==> config.mk <==
export PLATFORM = sky130hd
export DESIGN_NAME = cpwm_timer
export DESIGN_NICKNAME = d
export VERILOG_FILES = /design/src/rtl/cpwm_pkg.sv /design/src/rtl/cpwm_regs.sv /design/src/rtl/cpwm_counter.sv /design/src/rtl/cpwm_phase.sv /design/src/rtl/cpwm_timer.sv
export SDC_FILE = /design/constraint.sdc
export NUM_CORES = 1
export LEC_CHECK = 0
export BUFFER_PORTS_ARGS = -buffer_cell sky130_fd_sc_hd__buf_2
export CORE_MARGIN = 2
export CORE_UTILIZATION = 60
export CTS_BUF_LIST = sky130_fd_sc_hd__clkbuf_4 sky130_fd_sc_hd__clkbuf_8
export CTS_CLUSTER_SIZE = 16
export DETAILED_ROUTE_END_ITERATION = 8
export PLACE_DENSITY = 0.86
export SYNTH_ARGS = -nofsm -noshare
export SYNTH_HDL_FRONTEND = slang
export SYNTH_SLANG_ARGS = --single-unit
==> constraint.sdc <==
create_clock -name clk -period 15.7 [get_ports clk]
set_input_delay 0 -clock clk [delete_from_list [all_inputs] [get_ports clk]]
set_output_delay 0 -clock clk [all_outputs]
set_load 0.005 [all_outputs]
==> src/rtl/cpwm_pkg.sv <==
package cpwm_pkg;
  localparam int CNT_W  = 16;
  localparam int NPH    = 3;
  localparam int ADDR_W = 3;

  typedef logic [CNT_W-1:0] cnt_t;

  typedef enum logic [ADDR_W-1:0] {
    A_PER   = 3'd0,
    A_DEAD  = 3'd1,
    A_MINPW = 3'd2,
    A_DUTY0 = 3'd3,
    A_DUTY1 = 3'd4,
    A_DUTY2 = 3'd5,
    A_SYNCW = 3'd6,
    A_MODE  = 3'd7
  } addr_e;

  typedef struct packed {
    cnt_t                      per;
    cnt_t                      dt;
    cnt_t                      mpw;
    cnt_t                      sw;
    logic [NPH-1:0][CNT_W-1:0] duty;
    logic                      dbl;
  } cfg_t;

  // zero is replaced by one (period and sync width)
  function automatic cnt_t at_least_one(cnt_t v);
    return (v == '0) ? cnt_t'(1) : v;
  endfunction

  // high-side active cycles within one half period
  function automatic cnt_t hi_width(cnt_t duty, cnt_t dt, cnt_t per);
    cnt_t w;
    if (duty <= dt) return '0;
    w = duty - dt;
    return (w > per) ? per : w;
  endfunction

  // low-side active cycles within one half period
  function automatic cnt_t lo_width(cnt_t duty, cnt_t dt, cnt_t per);
    logic [CNT_W:0] s;
    s = {1'b0, duty} + {1'b0, dt};
    if (s >= {1'b0, per}) return '0;
    return per - s[CNT_W-1:0];
  endfunction

  // a pulse survives when it exists and meets the minimum
  function automatic logic pulse_ok(cnt_t w, cnt_t mpw);
    return (w != '0) && (w >= mpw);
  endfunction
endpackage

==> src/rtl/cpwm_regs.sv <==
module cpwm_regs
  import cpwm_pkg::*;
#(
  parameter int DEF_PER = 16
) (
  input  logic              clk,
  input  logic              rst_n,
  input  logic              wr_en,
  input  logic [ADDR_W-1:0] wr_addr,
  input  cnt_t              wr_data,
  input  logic              ld_start,
  input  logic              ld_mid,
  output cfg_t              act
);
  cfg_t shd;
  cfg_t dflt;

  always_comb begin
    dflt     = '0;
    dflt.per = at_least_one(cnt_t'(DEF_PER));
    dflt.sw  = cnt_t'(1);
  end

  always_ff @(posedge clk or negedge rst_n) begin
    if (!rst_n) begin
      shd <= dflt;
    end else if (wr_en) begin
      case (addr_e'(wr_addr))
        A_PER:   shd.per <= at_least_one(wr_data);
        A_DEAD:  shd.dt  <= wr_data;
        A_MINPW: shd.mpw <= wr_data;
        A_SYNCW: shd.sw  <= at_least_one(wr_data);
        A_MODE:  shd.dbl <= wr_data[0];
        default: begin
          for (int p = 0; p < NPH; p++)
            if (wr_addr == ADDR_W'(int'(A_DUTY0) + p)) shd.duty[p] <= wr_data;
        end
      endcase
    end
  end

  always_ff @(posedge clk or negedge rst_n) begin
    if (!rst_n)        act      <= dflt;
    else if (ld_start) act      <= shd;
    else if (ld_mid)   act.duty <= shd.duty;
  end
endmodule

==> src/rtl/cpwm_counter.sv <==
module cpwm_counter
  import cpwm_pkg::*;
(
  input  logic clk,
  input  logic rst_n,
  input  logic rst_req,
  input  cnt_t per,
  input  logic dbl,
  input  cnt_t sw,
  output cnt_t cnt,
  output logic down,
  output logic hold,
  output logic start_evt,
  output logic mid_evt,
  output logic ld_start,
  output logic ld_mid,
  output logic sync
);
  cnt_t scnt;
  logic last_up;
  logic last_dn;

  assign last_up   = !down && (cnt == per - 1'b1);
  assign last_dn   = down && (cnt == '0);
  assign start_evt = !hold && !down && (cnt == '0);
  assign mid_evt   = !hold && dbl && down && (cnt == per - 1'b1);
  assign ld_start  = rst_req || hold || last_dn;
  assign ld_mid    = !hold && dbl && last_up;
  assign sync      = start_evt || mid_evt || (scnt != '0);

  always_ff @(posedge clk or negedge rst_n) begin
    if (!rst_n) begin
      cnt  <= '0;
      down <= 1'b0;
      hold <= 1'b1;
    end else begin
      hold <= rst_req;
      if (rst_req || hold) begin
        cnt  <= '0;
        down <= 1'b0;
      end else if (last_up) begin
        down <= 1'b1;
      end else if (last_dn) begin
        down <= 1'b0;
      end else if (down) begin
        cnt <= cnt - 1'b1;
      end else begin
        cnt <= cnt + 1'b1;
      end
    end
  end

  always_ff @(posedge clk or negedge rst_n) begin
    if (!rst_n)                      scnt <= '0;
    else if (rst_req || hold)        scnt <= '0;
    else if (start_evt || mid_evt)   scnt <= sw - 1'b1;
    else if (scnt != '0)             scnt <= scnt - 1'b1;
  end
endmodule

==> src/rtl/cpwm_phase.sv <==
module cpwm_phase
  import cpwm_pkg::*;
(
  input  cnt_t cnt,
  input  cnt_t duty,
  input  cnt_t dt,
  input  cnt_t mpw,
  input  cnt_t per,
  input  logic hold,
  output logic hi,
  output logic lo
);
  cnt_t hw;
  cnt_t lw;
  logic hw_keep;
  logic lw_keep;

  assign hw      = hi_width(duty, dt, per);
  assign lw      = lo_width(duty, dt, per);
  assign hw_keep = pulse_ok(hw, mpw);
  assign lw_keep = pulse_ok(lw, mpw);
  assign hi      = !hold && hw_keep && (cnt < hw);
  assign lo      = !hold && lw_keep && (cnt >= per - lw);
endmodule

==> src/rtl/cpwm_timer.sv <==
module cpwm_timer
  import cpwm_pkg::*;
#(
  parameter int DEF_PER = 16
) (
  input  logic              clk,
  input  logic              rst_n,
  input  logic              wr_en,
  input  logic [ADDR_W-1:0] wr_addr,
  input  logic [CNT_W-1:0]  wr_data,
  input  logic              trip_rst,
  output logic [NPH-1:0]    hi_raw,
  output logic [NPH-1:0]    lo_raw,
  output logic              sync_out,
  output logic              half_flag
);
  cfg_t act;
  cnt_t cnt_w;
  cnt_t per_w;
  logic down_w;
  logic hold_w;
  logic start_w;
  logic mid_w;
  logic ld_start_w;
  logic ld_mid_w;

  assign per_w = act.per;

  cpwm_regs #(.DEF_PER(DEF_PER)) u_regs (
    .clk(clk), .rst_n(rst_n), .wr_en(wr_en), .wr_addr(wr_addr),
    .wr_data(wr_data), .ld_start(ld_start_w), .ld_mid(ld_mid_w), .act(act)
  );

  cpwm_counter u_cnt (
    .clk(clk), .rst_n(rst_n), .rst_req(trip_rst), .per(act.per),
    .dbl(act.dbl), .sw(act.sw), .cnt(cnt_w), .down(down_w), .hold(hold_w),
    .start_evt(start_w), .mid_evt(mid_w), .ld_start(ld_start_w),
    .ld_mid(ld_mid_w), .sync(sync_out)
  );

  for (genvar p = 0; p < NPH; p++) begin : g_ph
    cpwm_phase u_ph (
      .cnt(cnt_w), .duty(act.duty[p]), .dt(act.dt), .mpw(act.mpw),
      .per(act.per), .hold(hold_w), .hi(hi_raw[p]), .lo(lo_raw[p])
    );
  end

  assign half_flag = down_w;
endmodule

==> run_results.csv <==
group,metric,value,unit
status,run_status,"finished clean",
cts,cts_root_buffer,"clkbuf_8",
synthesis,yosysUniqueCellTypes,75,
critical_path,cp.arrival,9.74,ns
routing,drc,0,
placed_design,io_buffers,30,
final_layout,final_area,29360,um2
cts,clk_pin_slew,0.06,ns
worst_hold_path,hold_path_class,"input pin to asynchronous set/reset pin",
synthesis,ys_seq_area_share,23.76,%
cts,clock_latency,0.65,ns
critical_path,cp-start-kind,"register",
flow_run,maxCapViolCount,0,
cts,cts_sinks,260,
synthesis,ys_ff_latch,260,
final_layout,fill_cells,3686,
routing,wirelength,90.29,mm
timing,tightest_slew,1.277,ns
routing,num_vias,23970,
timing,fmax,0.1027,GHz
placed_design,hpwl,70.58,mm
routing,drtIter0Drc,2162,
global_routing,grt_pass1_vias,23290,
critical_path,cp_slowest_cell,"nor3_2",
critical_path,r2r-end,"u_cnt.scnt[12]",
critical_path,cp.required,15.70,ns
cts,cts_tree,"built",
critical_path,crit_top_cell,"a21oi_1",
timing,finalCritPeriodShare,62.02,%
cts,cts_made_buffers,42,
critical_path,critPathBufInv,2,
timing,finClkSkew,0.07734,ns
critical_path,critPathKind,"register to output pin",
placed_design,place_area,28260,um2
final_layout,area_growth,7.113,%
floorplanning,rows,78,
synthesis,ys_warn_count,0,
critical_path,critPathMaxFanout,19,
global_routing,antenna_found_initial,3,
floorplanning,core_region_area,45190,um2
critical_path,max_stage_delay,0.92,ns
timing,rsz0062_at_grt,"false",
global_routing,grt_start_max_net_pins,131,
timing,hold_viol_final,0,
cts,max-clock-path-buffers,3,
synthesis,synth_enable_flop_cells,0,
timing,finalSetupTns,0,ns
synthesis,syn_nets,3570,
timing,period_minus_slack,9.736,ns
critical_path,cp-startpoint,"u_regs.act[82]",
synthesis,ys.flop_type,"dfrtp_1",
critical_path,crit_end,"lo_raw[2]",
final_layout,drive_gt1_share,13.61,%
synthesis,postSynth.asyncResetShare,100.0,%
synthesis,syn_area,27410,um2
global_routing,grt_pass1_wl,137.1,mm
routing,post_drt_wl_per_cell,24.25,um
global_routing,overflow,0,
critical_path,endpoint_kind,"output pin",
critical_path,cp.depth,37,
critical_path,r2r-start,"u_regs.act[97]",
critical_path,ff2ff_path_depth,22,
timing,report.final.setup_viol,0,
routing,routed_via_density,6.438,
critical_path,ff2ff_setup_slack,9.93,ns
floorplanning,design.die.area,47400,um2
floorplanning,fp.dieW,217.7,um
placed_design,gp_congestion,1.063,
synthesis,syn_avg_cell_area,8.986,um2
cts,htree_levels,2,
timing,relSlewSlack,14.71,%
critical_path,cp_top_family,"compound AO/OA/AOI/OAI gates",
floorplanning,top_level_ports,31,
synthesis,synth_cells,3050,
global_routing,track_usage,37.97,%
routing,drt_first_pass_iters,8,
timing,drv_slew,0,
floorplanning,start_util,60.65,%
final_layout,nets,3610,
floorplanning,die_h,217.7,um
routing,ant_nets,0,
metal layers:
layer	wire, um	share of wire (%)	track usage, %
met1	38140	42	49.66
met2	40180	45	60.48
met3	6963	7.7	6.583
met4	4959	5.5	19.25
met5	46	0.051	0
through the flow:
| stage | worst slack (ns) | hold WS, ns | std cells | util, % |
|---|---|---|---|---|
| 5_1_grt | 5.241 | 0.01775 | 3723 | 64.97 |
| 3_3_place_gp | 6.840 | 0.1229 | 3627 | 62.54 |
| 6_report | 5.964 | 0.02144 | 3723 | 64.97 |
| 2_1_floorplan | 7.833 | -0.2956 | 3050 | - |
| 4_1_cts | 6.054 | 0.007704 | 3722 | 64.96 |
| 3_5_place_dp | 6.703 | 0.1273 | 3627 | 62.54 |
flip-flops by register name (all words and copies together) (netlist names):
register,flops
u_cnt.down,1
u_cnt.hold,1
u_cnt.cnt,16
u_regs.act,113
u_regs.shd,113
u_cnt.scnt,16
placed cells by master, fill, tap and decap left out, types with 11 or more instances in the layout:
cell | Yosys | layout
ha_1 | 484 | 484
inv_1 | 259 | 259
dfrtp_1 | 255 | 255
a21oi_1 | 246 | 244
nor2_1 | 229 | 229
mux2_2 | 209 | 209
xnor2_1 | 139 | 139
o21ai_0 | 110 | 109
nand2_1 | 103 | 103
a21o_1 | 83 | 83
xor2_1 | 76 | 76
nand2b_1 | 65 | 65
nor2b_1 | 56 | 56
nor3_1 | 57 | 55
nand4_1 | 54 | 54
clkbuf_8 | 0 | 51
buf_4 | 8 | 44
or2_2 | 38 | 38
mux2i_1 | 37 | 37
nand3_1 | 36 | 36
nor4_1 | 35 | 35
o21a_1 | 35 | 35
a211oi_1 | 34 | 33
o21bai_1 | 32 | 32
buf_2 | 6 | 29
or3_1 | 20 | 20
mux2_1 | 20 | 20
o211ai_1 | 19 | 19
and3_1 | 19 | 19
a31oi_1 | 19 | 19
dlygate4sd3_1 | 0 | 19
or4_1 | 18 | 18
fa_1 | 13 | 13
o31ai_1 | 12 | 12
a2111oi_0 | 11 | 11
clkbuf_4 | 0 | 11
logic make-up after synthesis:
group	count (synthesis)	synth area share [%]
buffers and inverters	356	5.122
adders and majority gates	497	23.05
and+or+nand+nor	769	14.47
AOI/OAI and AO/OA	687	15.97
DFF	260	23.76
xor gates and xnor gates	215	6.871
muxes	266	10.76
worst min-delay path by stage:
stage / start / end / slack [ns] / cells past startpoint
after floorplan: rst_n / u_cnt.cnt[0] / -0.30 / 0
after global placement: trip_rst / u_cnt.hold / 0.12 / 1
after detailed placement: trip_rst / u_cnt.hold / 0.13 / 1
after CTS: wr_addr[1] / u_regs.shd[97] / 0.008 / 4
after global routing: trip_rst / u_cnt.hold / 0.02 / 2
final: rst_n / u_cnt.scnt[5] / 0.02 / 2
area by class of cell:
type | count | area, um2 | area share, %
multi-input cells | 2434 | 19530 | 66.54
flip-flops and latches | 260 | 6513 | 22.18
inverters | 259 | 972.2 | 3.312
clock buffers | 62 | 784.5 | 2.672
well taps | 600 | 750.7 | 2.557
repair buffers | 93 | 680.7 | 2.319
clock inverters | 14 | 118.9 | 0.4049
diodes | 1 | 2.502 | 0.008524
timing repair:
item / CTS / global route
setup endpoints to repair: 0 / 0
endpoints found under the hold margin: 246 / 0
buffers inserted: 0 / 0
gates resized for setup: 0 / 0
hold buffers: 19 / 0
Yosys cell counts, types with 6 or more instances:
cell / count / share of area [%]
mux2_2: 209 / 8.6
nor2b_1: 56 / 1.3
mux2i_1: 37 / 1.4
mux2_1: 20 / 0.82
and4_1: 8 / 0.26
and2_1: 10 / 0.23
a211o_1: 6 / 0.19
nand2_1: 103 / 1.4
or2_2: 38 / 0.87
nor3_1: 57 / 1.0
ha_1: 484 / 22
fa_1: 13 / 0.95
a21boi_0: 8 / 0.22
nand3_1: 36 / 0.66
clkbuf_1: 78 / 1.1
o21a_1: 35 / 0.96
o211ai_1: 19 / 0.52
dfrtp_1: 255 / 23
a211oi_1: 34 / 0.93
nor4_1: 35 / 0.80
and3_1: 19 / 0.43
nand2b_1: 65 / 1.5
a311oi_1: 6 / 0.19
or3_1: 20 / 0.46
a21oi_1: 246 / 4.5
buf_4: 8 / 0.22
inv_1: 259 / 3.5
o21bai_1: 32 / 0.88
nand4_1: 54 / 1.2
buf_2: 6 / 0.11
a221oi_1: 7 / 0.22
o31ai_1: 12 / 0.33
a2111oi_0: 11 / 0.35
or4_1: 18 / 0.49
o21ai_0: 110 / 2.0
o31a_1: 9 / 0.29
a31oi_1: 19 / 0.43
a21o_1: 83 / 2.3
xnor2_1: 139 / 4.4
nor2_1: 229 / 3.1
xor2_1: 76 / 2.4
Power is not shown: default switching activity piles up to over one toggle a cycle in this logic, so the estimate is an artifact.
